<file path="src/rtl/rbm_pkg.sv">
package rbm_pkg;
  localparam int WORD_W  = 32;
  localparam int LBL_W   = 8;
  localparam int SEL_W   = 5;
  localparam int CH_W    = 3;
  localparam int NUM_CH  = 1 << CH_W;
  localparam int REG_W   = 8;
  localparam int MIN_BIT = 8;

  typedef struct packed {
    logic [CH_W-1:0]  chan;
    logic [SEL_W-1:0] bitsel;
  } sel_cfg_t;
endpackage

</file>
<file path="src/rtl/rbm_cfg_regs.sv">
module rbm_cfg_regs
  import rbm_pkg::*;
#(
  parameter int NUM_PINS = 8,
  parameter int ADDR_W   = 16,
  parameter logic [ADDR_W-1:0] CFG_BASE = 16'h8060
) (
  input  logic                 clk,
  input  logic                 rst_n,
  input  logic                 reg_wr,
  input  logic [ADDR_W-1:0]    reg_addr,
  input  logic [REG_W-1:0]     reg_wdata,
  output sel_cfg_t             sel_q [NUM_PINS],
  output logic [LBL_W-1:0]     lbl_q [NUM_PINS],
  output logic                 cfg_hit,
  output logic [REG_W-1:0]     cfg_rdata
);
  localparam int IDX_W = (NUM_PINS > 1) ? $clog2(NUM_PINS) : 1;
  localparam int SPAN  = 2 * NUM_PINS;

  logic [ADDR_W-1:0] off;
  logic [IDX_W-1:0]  idx;
  logic              odd;

  always_comb begin
    off     = reg_addr - CFG_BASE;
    cfg_hit = (reg_addr >= CFG_BASE) && (off < ADDR_W'(SPAN));
    idx     = off[IDX_W:1];
    odd     = off[0];
  end

  for (genvar i = 0; i < NUM_PINS; i++) begin : g_reg
    logic wr_here;
    assign wr_here = reg_wr && cfg_hit && (int'(idx) == i);
    always_ff @(posedge clk or negedge rst_n) begin
      if (!rst_n) begin
        sel_q[i] <= '0;
        lbl_q[i] <= '0;
      end else if (wr_here) begin
        if (odd) lbl_q[i] <= reg_wdata;
        else     sel_q[i] <= sel_cfg_t'(reg_wdata);
      end
    end
  end

  always_comb begin
    cfg_rdata = '0;
    if (cfg_hit) cfg_rdata = odd ? lbl_q[idx] : REG_W'(sel_q[idx]);
  end
endmodule

</file>
<file path="src/rtl/rbm_pin_slice.sv">
module rbm_pin_slice
  import rbm_pkg::*;
(
  input  logic              clk,
  input  logic              rst_n,
  input  logic              word_valid,
  input  logic [CH_W-1:0]   word_chan,
  input  logic [WORD_W-1:0] word_data,
  input  logic [NUM_CH-1:0] rx_enable,
  input  sel_cfg_t          sel,
  input  logic [LBL_W-1:0]  lbl,
  input  logic              preset_en,
  input  logic              preset_val,
  output logic              pin_q
);
  logic chan_ok, lbl_ok, bit_ok, hit;

  always_comb begin
    chan_ok = (word_chan == sel.chan) && rx_enable[sel.chan];
    lbl_ok  = (word_data[LBL_W-1:0] == lbl);
    bit_ok  = (int'(sel.bitsel) >= MIN_BIT);
    hit     = word_valid && chan_ok && lbl_ok && bit_ok;
  end

  always_ff @(posedge clk or negedge rst_n) begin
    if (!rst_n)         pin_q <= 1'b0;
    else if (hit)       pin_q <= word_data[sel.bitsel];
    else if (preset_en) pin_q <= preset_val;
  end
endmodule

</file>
<file path="src/rtl/rxbit_monitor.sv">
module rxbit_monitor
  import rbm_pkg::*;
#(
  parameter int NUM_PINS = 8,
  parameter int ADDR_W   = 16,
  parameter logic [ADDR_W-1:0] STATUS_ADDR = 16'h805F,
  parameter logic [ADDR_W-1:0] CFG_BASE    = 16'h8060
) (
  input  logic                clk,
  input  logic                rst_n,
  input  logic                word_valid,
  output logic                word_ready,
  input  logic [CH_W-1:0]     word_chan,
  input  logic [WORD_W-1:0]   word_data,
  input  logic [NUM_CH-1:0]   rx_enable,
  input  logic                reg_wr,
  input  logic [ADDR_W-1:0]   reg_addr,
  input  logic [REG_W-1:0]    reg_wdata,
  output logic [REG_W-1:0]    reg_rdata,
  output logic [NUM_PINS-1:0] mon_pins
);
  sel_cfg_t         sel_q [NUM_PINS];
  logic [LBL_W-1:0] lbl_q [NUM_PINS];
  logic             cfg_hit;
  logic [REG_W-1:0] cfg_rdata;
  logic             stat_sel, stat_wr;

  assign word_ready = 1'b1;
  assign stat_sel   = (reg_addr == STATUS_ADDR);
  assign stat_wr    = reg_wr && stat_sel;

  rbm_cfg_regs #(.NUM_PINS(NUM_PINS), .ADDR_W(ADDR_W), .CFG_BASE(CFG_BASE)) u_cfg (
    .clk(clk), .rst_n(rst_n), .reg_wr(reg_wr), .reg_addr(reg_addr),
    .reg_wdata(reg_wdata), .sel_q(sel_q), .lbl_q(lbl_q),
    .cfg_hit(cfg_hit), .cfg_rdata(cfg_rdata)
  );

  for (genvar i = 0; i < NUM_PINS; i++) begin : g_pin
    rbm_pin_slice u_slice (
      .clk(clk), .rst_n(rst_n), .word_valid(word_valid),
      .word_chan(word_chan), .word_data(word_data), .rx_enable(rx_enable),
      .sel(sel_q[i]), .lbl(lbl_q[i]),
      .preset_en(stat_wr), .preset_val(reg_wdata[i]),
      .pin_q(mon_pins[i])
    );
  end

  always_comb begin
    reg_rdata = '0;
    if (stat_sel)     reg_rdata[NUM_PINS-1:0] = mon_pins;
    else if (cfg_hit) reg_rdata = cfg_rdata;
  end
endmodule

</file>
<file path="config.mk">
export PLATFORM = sky130hd
export DESIGN_NAME = rxbit_monitor
export DESIGN_NICKNAME = d
export VERILOG_FILES = /design/src/rtl/rbm_pkg.sv /design/src/rtl/rbm_cfg_regs.sv /design/src/rtl/rbm_pin_slice.sv /design/src/rtl/rxbit_monitor.sv
export SDC_FILE = /design/constraint.sdc
export NUM_CORES = 1
export LEC_CHECK = 0
export ABC_CLOCK_PERIOD_IN_PS = 5050
export CAP_MARGIN = 25
export CORE_MARGIN = 1.5
export CORE_UTILIZATION = 49
export DETAILED_ROUTE_END_ITERATION = 10
export PLACE_DENSITY = 0.69
export SLEW_MARGIN = 20
export SYNTH_ARGS = -nofsm -noshare
export SYNTH_HDL_FRONTEND = slang
export SYNTH_SLANG_ARGS = --single-unit
</file>
<file path="constraint.sdc">
create_clock -name clk -period 5.05 [get_ports clk]
set_input_delay 1.01 -clock clk [delete_from_list [all_inputs] [get_ports clk]]
set_output_delay 1.01 -clock clk [all_outputs]
set_load 0.05 [all_outputs]
</file>
==> results of run 1 <==
final cells by class:
type | count | area, sq um
flip-flops and latches | 136 | 3400
inverters | 2 | 7.51
repair buffers | 101 | 977
well taps | 270 | 338
fillers | 1647 | 8530
clock inverters | 15 | 179
multi-input cells | 633 | 6510
clock buffers | 17 | 425
diodes | 1 | 2.50
per-stage QoR:
| stage | hold WS (ns) | instances | utilization, % |
|---|---|---|---|
| finish | 0.461 | 1175 | 58.1 |
| global route | 0.480 | 1175 | 58.1 |
| CTS | 0.550 | 1173 | 58.0 |
| detailed placement | 0.537 | 1141 | 55.0 |
| global placement | 0.536 | 1140 | 54.9 |
| floorplan | 0.497 | 829 | - |
critical path: stages:
cell	delay [ns]
clkdlybuf4s50_1	0.55
ha_1	0.30
nor4bb_1	0.38
o21ai_2	0.09
nor2_1	0.76
a22o_1	0.32
buf_4	0.22
power by group through the flow:
| stage | Clock (mW) | Combinational [mW] | Sequential (mW) |
|---|---|---|---|
| after floorplan | 0 | 0.147 | 1.11 |
| after global placement | 0 | 0.311 | 1.11 |
| after detailed placement | 0 | 0.314 | 1.11 |
| after CTS | 1.30 | 0.315 | 1.09 |
| after global routing | 1.35 | 0.341 | 1.09 |
| final | 1.29 | 0.323 | 1.09 |
worst max path at each step:
stage | startpoint | endpoint | slack [ns] | cells after the start
floorplan | reg_addr[1] | reg_rdata[2] | 1.06 | 6
global placement | reg_addr[7] | reg_rdata[4] | 0.46 | 7
detailed placement | reg_addr[7] | reg_rdata[4] | 0.43 | 7
CTS | reg_addr[7] | reg_rdata[4] | 0.43 | 7
global route | reg_addr[6] | reg_rdata[4] | 0.30 | 7
finish | reg_addr[6] | reg_rdata[4] | 0.41 | 7
kinds of logic after synthesis:
group                    Yosys count  synth area share (%)
AND/OR/NAND/NOR                  188                  11.4
XOR/XNOR                          81                  6.94
buffers and inverters             60                  3.01
AO/OA/AOI/OAI                     72                  5.11
other                              1                0.0367
flip-flops                       136                  33.3
adder cells (fa/ha/maj)            1                 0.122
multiplexers                     290                  40.1
placed cells by master (no fill, tap or decap), types with 3 or more instances in the layout:
| cell type | synthesis | layout |
|---|---|---|
| mux2_2 | 117 | 117 |
| mux2_1 | 3 | 3 |
| a22oi_1 | 19 | 19 |
| nor3_1 | 3 | 3 |
| nand2_1 | 40 | 40 |
| dfrtp_1 | 136 | 136 |
| a31oi_1 | 5 | 5 |
| nor3_4 | 9 | 9 |
| mux4_2 | 80 | 80 |
| inv_6 | 0 | 5 |
| nand3_1 | 36 | 36 |
| nor2b_1 | 12 | 12 |
| nor3_2 | 8 | 8 |
| a21oi_1 | 16 | 16 |
| and4_1 | 4 | 4 |
| clkdlybuf4s50_1 | 0 | 75 |
| mux2_4 | 8 | 8 |
| nand2b_1 | 9 | 9 |
| and3_1 | 3 | 3 |
| clkbuf_16 | 0 | 17 |
| buf_4 | 11 | 21 |
| xor2_1 | 16 | 16 |
| a22o_1 | 8 | 8 |
| xnor2_1 | 65 | 65 |
| nor3b_1 | 11 | 11 |
| nand4_1 | 13 | 13 |
| or4_1 | 4 | 4 |
| a2111oi_0 | 4 | 4 |
| inv_8 | 0 | 4 |
| nor2_1 | 16 | 16 |
| o21ai_0 | 6 | 6 |
| and2_1 | 4 | 4 |
| nor4_1 | 7 | 7 |
| mux2i_1 | 82 | 82 |
| nand3b_1 | 5 | 5 |
routing by layer:
layer / wire (microns) / up-vias / global-route usage, %
met5: 0 / - / 0
met4: 996 / 0 / 9.00
met3: 2670 / 84 / 5.90
met2: 14800 / 441 / 46.2
met1: 13500 / 4000 / 44.5
li1: - / 3316 / -
state kept, by name, summed over array words and instances, names as in the netlist:
name,cells
u_cfg.lbl_q,64
u_cfg.sel_q,64
g_pin.u_slice.pin_q,8
==> impl_metrics.toml, run 1 <==
[run_status]
outcome = "completed"

[yosys]
syn_inst = 829
synth_commonest_cells = "dfrtp_1, mux2_2, mux2i_1"
synth_ff_type = "dfrtp_1"
synth_edf_count = 0
synthArstFlopShare_pct = 100
synth_area_sq_mm = 0.0102
yosysMostFrequentCell = "dfrtp_1"
synth_warnings = 0
syn_avg_cell_area_sq_um = 12.3
synth_largest_area_cell = "dfrtp_1"
ys_types = 54
netlist.area_leader.share_pct = 33.3
synth_nets = 901
ys_ff_latch = 136
netlist_top_cells_area = "dfrtp_1, mux4_2, mux2_2, mux2i_1, xnor2_1"
synth_seq_area_share_pct = 33.3

[clocking]
cts_tree = "done"
clockRootBuffer = "clkbuf_16"
clk_pin_slew_ns = 0.06
cts_num_sinks = 136
ctsResizeCount = 0
htreeDepth = 4
cts_buffer_depth = 2
insertion_delay_ns = 0.43
cts_buffers = 17
post_cts_buffers = 0
cts_hold_buf = 0

[drt]
drc = 0
vias = 7841
first_iter_violations = 951
viasPerCell = 6.67
firstDrtPassIters = 5
drt_wl_total_mm = 31.9
ant_nets = 0
wire_per_inst_microns = 27.2

[placement]
postPlaceCellArea_sq_mm = 0.0112
io_buffer_count = 86
dpl_worst_slack_ns = 0.431
place_congestion = 0.939
hpwl_mm = 22.6

[setup_path]
critPathLaunchType = "primary input"
r2r_cells = 5
rr_startpoint = "u_cfg.sel_q[21]$_DFFE_PN0P_"
crit_arrival_ns = 3.63
end_kind = "output pin"
regToRegSetupSlack_ns = 2.75
critPathRequiredTime_ns = 4.04
timing.rr.end = "g_pin[5].u_slice.pin_q$_DFFE_PN0P_"
path_max_fanout = 8
crit_type = "in -> out"

[timing]
fin_crit_ns = 4.64
setup_ws_ns = 0.410
finalHoldViolCount = 0
rsz0062_at_grt = "false"
fmax_ghz = 0.215
worst_slew_pin_slew_ns = 1.03
fin_skew_ns = 0.00487
setup_tns_ns = 0
fin_crit_sh_pct = 91.9
relSlewSlack_pct = 29.8
setup_violations = 0
slew_viol_final = 0

[die]
rows = 52
core_area_sq_mm = 0.0204
io_pins = 88
fp.dieW_microns = 147
start_util_pct = 50.2
die_h_microns = 147
dieArea_sq_mm = 0.0217

[power_and_ir_drop]
total_power_mw = 2.71
powerDensity_mw_per_mm2 = 229
peakVddDrop_uv = 203
p_leak_nw = 4.64
combPwrFrac_pct = 11.9
p_int_mw = 1.97
switchingPower_uw = 737
sw_frac_of_total_pct = 27.2
p_seq_share_pct = 40.3
p_clk_share_pct = 47.8

[grt]
grt_pass1_wl_mm = 49.2
grt_overflow = 0
gr-usage-all-layers_pct = 30.4
grt_pass1_vias = 7833
grt_max_degree = 109
antenna_found_initial = 1

[job]
max-cap-violations = 0

[final_layout]
fin_area_sq_mm = 0.0118
syn2layout_area_growth_pct = 15.9
final_net_count = 963
drive_gt1_share_pct = 31.5

[worst_hold_path]
timing.hold.worst.class = "in -> async"
Note: power is estimated with default switching activity, not from simulation.
==> run 2: changes to the inputs <==
PLACE_DENSITY = 0.71   (was 0.69)
==> impl_metrics.toml, run 2 (same netlist as run 1, synthesis figures left out) <==
[setup_path]
path_max_fanout = 8
crit_type = "in -> out"
slowest_stage = "nor2_1"
crit_arrival_ns = 3.72
regToRegSetupSlack_ns = 2.67
crit_chain = "clkdlybuf4s50_1, a2111oi_0, xnor2_1, o21ai_2, nor2_1, a22o_1, buf_4"
critPathCapture = "reg_rdata[4]"
timing.rr.end = "g_pin[3].u_slice.pin_q$_DFFE_PN0P_"
critPathRequiredTime_ns = 4.04
r2r_cells = 5
rr_startpoint = "u_cfg.sel_q[37]$_DFFE_PN0P_"
max_stage_delay_ns = 0.77
end_kind = "output pin"
critPathLaunchType = "primary input"
cp-startpoint = "reg_addr[6]"

[timing]
fin_crit_ns = 4.73
fin_skew_ns = 0.0102
finalHoldViolCount = 0
worst_slew_pin_slew_ns = 1.06
setup_ws_ns = 0.315
relSlewSlack_pct = 28.9
setup_violations = 0
fmax_ghz = 0.211
slew_viol_final = 0
rsz0062_at_grt = "false"
fin_crit_sh_pct = 93.8
setup_tns_ns = 0

[final_layout]
drive_gt1_share_pct = 31.3
diodes = 0
layout_commonest_cell = "dfrtp_1"
most-common-layout-cells = "dfrtp_1, mux2_2, mux2i_1, mux4_2, clkdlybuf4s50_1"
seqCellArea_sq_mm = 0.00340
multi_input_comb_area_sq_mm = 0.00651
final_net_count = 963
reg_top3 = "u_cfg.lbl_q: 64 flops, u_cfg.sel_q: 64 flops, g_pin.u_slice.pin_q: 8 flops"
fill_cells = 1647
syn2layout_area_growth_pct = 15.0

[clocking]
clockRootBuffer = "clkbuf_16"
insertion_delay_ns = 0.44
cts_tree = "done"
post_cts_buffers = 0
cts_num_sinks = 136
cts_buffers = 17
htreeDepth = 4
clk_pin_slew_ns = 0.06
cts_buffer_depth = 2
cts_hold_buf = 0
ctsResizeCount = 0

[power_and_ir_drop]
p_seq_share_pct = 42.4
sw_frac_of_total_pct = 27.5
combPwrFrac_pct = 12.4
p_leak_nw = 4.60
powerDensity_mw_per_mm2 = 219
p_clk_share_pct = 45.1
p_int_mw = 1.86
peakVddDrop_uv = 212
switchingPower_uw = 708

[placement]
dpl_worst_slack_ns = 0.324
place_congestion = 0.985
hpwl_mm = 22.4
io_buffer_count = 86

[die]
die_h_microns = 147
io_pins = 88
fp.dieW_microns = 147
core_area_sq_mm = 0.0204
start_util_pct = 50.2
rows = 52
dieArea_sq_mm = 0.0217

[grt]
grt_overflow = 0
grt_pass1_vias = 7778
grt_max_degree = 103
grt_pass1_wl_mm = 48.3
antenna_found_initial = 0
gr-usage-all-layers_pct = 30.0

[drt]
firstDrtPassIters = 5
drc = 0
viasPerCell = 6.75
first_iter_violations = 980
drt_wl_total_mm = 31.4
ant_nets = 0
wire_per_inst_microns = 26.8
vias = 7923

[job]
max-cap-violations = 0

[run_status]
outcome = "completed"

[worst_hold_path]
timing.hold.worst.class = "reg -> reg"
[run 2: final cells by class]
type / instances / share of cell area (%)
repair buffers: 101 / 8.08
clock buffers: 19 / 3.77
inverters: 2 / 0.0639
flip-flops and latches: 136 / 29.0
well taps: 270 / 2.88
multi-input cells: 633 / 55.4
clock inverters: 13 / 0.852
[run 2: how the worst min path moves through the flow]
stage | from | endpoint | slack, ns | cells after the start
after floorplan | u_cfg.lbl_q[15]$_DFFE_PN0P_ | u_cfg.lbl_q[15]$_DFFE_PN0P_ | 0.50 | 1
after global placement | u_cfg.lbl_q[54]$_DFFE_PN0P_ | u_cfg.lbl_q[54]$_DFFE_PN0P_ | 0.52 | 1
after detailed placement | u_cfg.lbl_q[54]$_DFFE_PN0P_ | u_cfg.lbl_q[54]$_DFFE_PN0P_ | 0.53 | 1
after CTS | u_cfg.lbl_q[54]$_DFFE_PN0P_ | u_cfg.lbl_q[54]$_DFFE_PN0P_ | 0.54 | 1
after global routing | u_cfg.lbl_q[54]$_DFFE_PN0P_ | u_cfg.lbl_q[54]$_DFFE_PN0P_ | 0.57 | 1
final | u_cfg.lbl_q[54]$_DFFE_PN0P_ | u_cfg.lbl_q[54]$_DFFE_PN0P_ | 0.55 | 1
[run 2: metal layers]
metal,track usage [%],wire length [microns],vias to the layer above,share of wire [%]
met5,0,0,-,0
met4,10.9,1100,0,3.5
met3,5.80,2870,76,9.1
met2,44.3,14300,483,46
met1,44.2,13100,4045,42
li1,-,-,3319,-
[run 2: per-stage QoR]
stage	power, mW	std cells	utilization [%]	hold slack (ns)	instance area [sq um]
2_1_floorplan	1.26	829	-	0.497	10200
3_3_place_gp	1.42	1141	55.0	0.517	11200
3_5_place_dp	1.42	1141	55.0	0.527	11200
4_1_cts	2.56	1173	57.6	0.544	11700
5_1_grt	2.65	1174	57.7	0.571	11700
6_report	2.57	1174	57.7	0.546	11700
[run 2: power groups by stage]
stage | Clock, mW | Combinational (mW) | Sequential (mW)
after floorplan | 0 | 0.147 | 1.11
after global placement | 0 | 0.309 | 1.11
after detailed placement | 0 | 0.312 | 1.11
after CTS | 1.16 | 0.314 | 1.09
after global routing | 1.22 | 0.336 | 1.09
final | 1.16 | 0.319 | 1.09
[run 2: worst max-delay path, delay by kind of cell]
kind	cells	cell delay [ns]
compound gates	3	1.02
simple gates	1	0.77
buf+inv	2	0.72
xor+xnor	1	0.21
==> run 3: changes to the inputs <==
CORE_MARGIN = unset   (was 1.5)
SYNTH_HIERARCHICAL = 1   (was unset)
==> impl_metrics.toml, run 3 <==
[yosys]
synth_area_sq_mm = 0.0108
synth_nets = 896
synth_edf_count = 0
syn_inst = 824
yosysMostFrequentCell = "mux2_2"
ys_types = 47
synth_commonest_cells = "mux2_2, dfrtp_1, mux4_2"
netlist_top_cells_area = "dfrtp_1, mux4_2, mux2_2, xnor2_1, mux4_1"
synthArstFlopShare_pct = 100
syn_avg_cell_area_sq_um = 13.1
netlist.area_leader.share_pct = 31.5
ys_ff_latch = 136
synth_largest_area_cell = "dfrtp_1"
synth_seq_area_share_pct = 31.5
synth_ff_type = "dfrtp_1"
synth_warnings = 6

[drt]
drt_wl_total_mm = 31.5
first_iter_violations = 615
drc = 0
ant_nets = 0
wire_per_inst_microns = 26.6
vias = 7958
viasPerCell = 6.72
firstDrtPassIters = 5

[timing]
setup_ws_ns = 0.104
finalHoldViolCount = 0
worst_slew_pin_slew_ns = 1.08
fin_crit_sh_pct = 97.9
rsz0062_at_grt = "false"
fin_skew_ns = 0.00655
setup_tns_ns = 0
slew_viol_final = 0
relSlewSlack_pct = 27.7
setup_violations = 0
fin_crit_ns = 4.95
fmax_ghz = 0.202

[clocking]
post_cts_buffers = 0
ctsResizeCount = 0
cts_buffer_depth = 2
insertion_delay_ns = 0.43
clk_pin_slew_ns = 0.05
htreeDepth = 4
cts_hold_buf = 0
cts_buffers = 17
clockRootBuffer = "clkbuf_16"
cts_num_sinks = 136
cts_tree = "done"

[setup_path]
path_max_fanout = 5
critPathLaunchType = "primary input"
crit_arrival_ns = 3.94
critPathRequiredTime_ns = 4.04
crit_type = "in -> out"
end_kind = "output pin"

[placement]
postPlaceCellArea_sq_mm = 0.0120
dpl_worst_slack_ns = 0.0392
place_congestion = 0.874
hpwl_mm = 22.2
io_buffer_count = 86

[final_layout]
fin_area_sq_mm = 0.0127
most-common-layout-cells = "mux2_2, dfrtp_1, mux4_2, clkdlybuf4s50_1, xnor2_1"
drive_gt1_share_pct = 36.9
syn2layout_area_growth_pct = 16.9
seqCellArea_sq_mm = 0.00340
fill_cells = 1742
final_net_count = 968
reg_top3 = "u_cfg/lbl_q: 64 flops, u_cfg/sel_q: 64 flops, g_pin.u_slice/pin_q: 8 flops"
multi_input_comb_area_sq_mm = 0.00707
layout_commonest_cell = "mux2_2"
diodes = 0

[power_and_ir_drop]
peakVddDrop_uv = 225
powerDensity_mw_per_mm2 = 221
sw_frac_of_total_pct = 24.5
p_clk_share_pct = 48.8
p_seq_share_pct = 39.0
switchingPower_uw = 685
p_leak_nw = 4.96
combPwrFrac_pct = 12.3
p_int_mw = 2.11

[job]
max-cap-violations = 0

[grt]
gr-usage-all-layers_pct = 29.7
grt_pass1_wl_mm = 49.2
grt_max_degree = 108
grt_overflow = 0
grt_pass1_vias = 7994
antenna_found_initial = 0

[die]
fp.dieW_microns = 151
rows = 53
dieArea_sq_mm = 0.0227
io_pins = 88
die_h_microns = 151
start_util_pct = 50.7
core_area_sq_mm = 0.0214

[worst_hold_path]
timing.hold.worst.class = "in -> async"

[run_status]
outcome = "completed"
## run 3: cell types whose count changed after synthesis, sizes merged, moves of 19 or more
cell,before,now
a22oi,19,0
inv,2,28
mux2,128,152
mux2i,82,40
mux4,80,104
nand3,37,13
nor4,7,32
## run 3: area by class of cell
cell class              count  area share [%]
clock buffers              21            3.80
clock inverters            11            1.32
inverters                  28           0.831
multi-input cells         611            55.9
flip-flops and latches    136            26.9
well taps                 275            2.72
repair buffers            102            8.57
## run 3: cell families after synthesis
family,Yosys count,synth area share (%)
compound gates,54,3.90
xor+xnor,81,6.56
fa+ha+maj,1,0.116
buf+inv,77,3.45
flops,136,31.5
mux,296,41.7
other cells,1,0.0347
simple gates,178,12.8
## run 3: path summary, 6_finish.rpt
kind	start	end	slack, ns	cells past startpoint
worst max-delay path	reg_addr[5]	reg_rdata[0]	0.10	12
worst min-delay path	rst_n	u_cfg/sel_q[45]$_DFFE_PN0P_	0.51	1
worst max register to register	u_cfg/sel_q[24]$_DFFE_PN0P_	g_pin[4].u_slice/pin_q$_DFFE_PN0P_	2.68	5
worst min register to register	u_cfg/lbl_q[7]$_DFFE_PN0P_	u_cfg/lbl_q[7]$_DFFE_PN0P_	0.54	1
max in group asynchronous	rst_n	u_cfg/lbl_q[15]$_DFFE_PN0P_	3.42	3
min in group clk	u_cfg/lbl_q[7]$_DFFE_PN0P_	u_cfg/lbl_q[7]$_DFFE_PN0P_	0.54	1
## run 3: through the flow
step | std cells | power, mW | utilization, % | hold slack (ns)
final | 1184 | 2.80 | 59.2 | 0.512
after global routing | 1184 | 2.88 | 59.2 | 0.530
after CTS | 1183 | 2.81 | 59.1 | 0.535
after detailed placement | 1151 | 1.45 | 56.0 | 0.521
after global placement | 1151 | 1.44 | 56.0 | 0.513
after floorplan | 824 | 1.26 | - | 0.496
## run 3: power by group through the flow
| stage | sequential [mW] | combinational [mW] | clock [mW] |
|---|---|---|---|
| global route | 1.09 | 0.365 | 1.42 |
| global placement | 1.11 | 0.332 | 0 |
| detailed placement | 1.11 | 0.336 | 0 |
| floorplan | 1.11 | 0.153 | 0 |
| CTS | 1.09 | 0.338 | 1.38 |
| finish | 1.09 | 0.344 | 1.36 |
## run 3: routing by layer
layer	vias up	global-route usage, %	wire [microns]
met1	4165	43.2	13600
met2	359	45.7	14800
met5	-	0	0
met3	38	4.88	2450
li1	3396	-	-
met4	0	8.75	625
## run 3: critical path, cell delays in order
cell             delay, ns
clkdlybuf4s50_1       0.42
ha_1                  0.30
or4_1                 0.46
nor4b_4               0.33
o211ai_4              0.12
or3_4                 0.43
buf_4                 0.18
nor2b_1               0.12
nand2_1               0.09
mux2i_1               0.18
buf_4                 0.17
buf_12                0.13
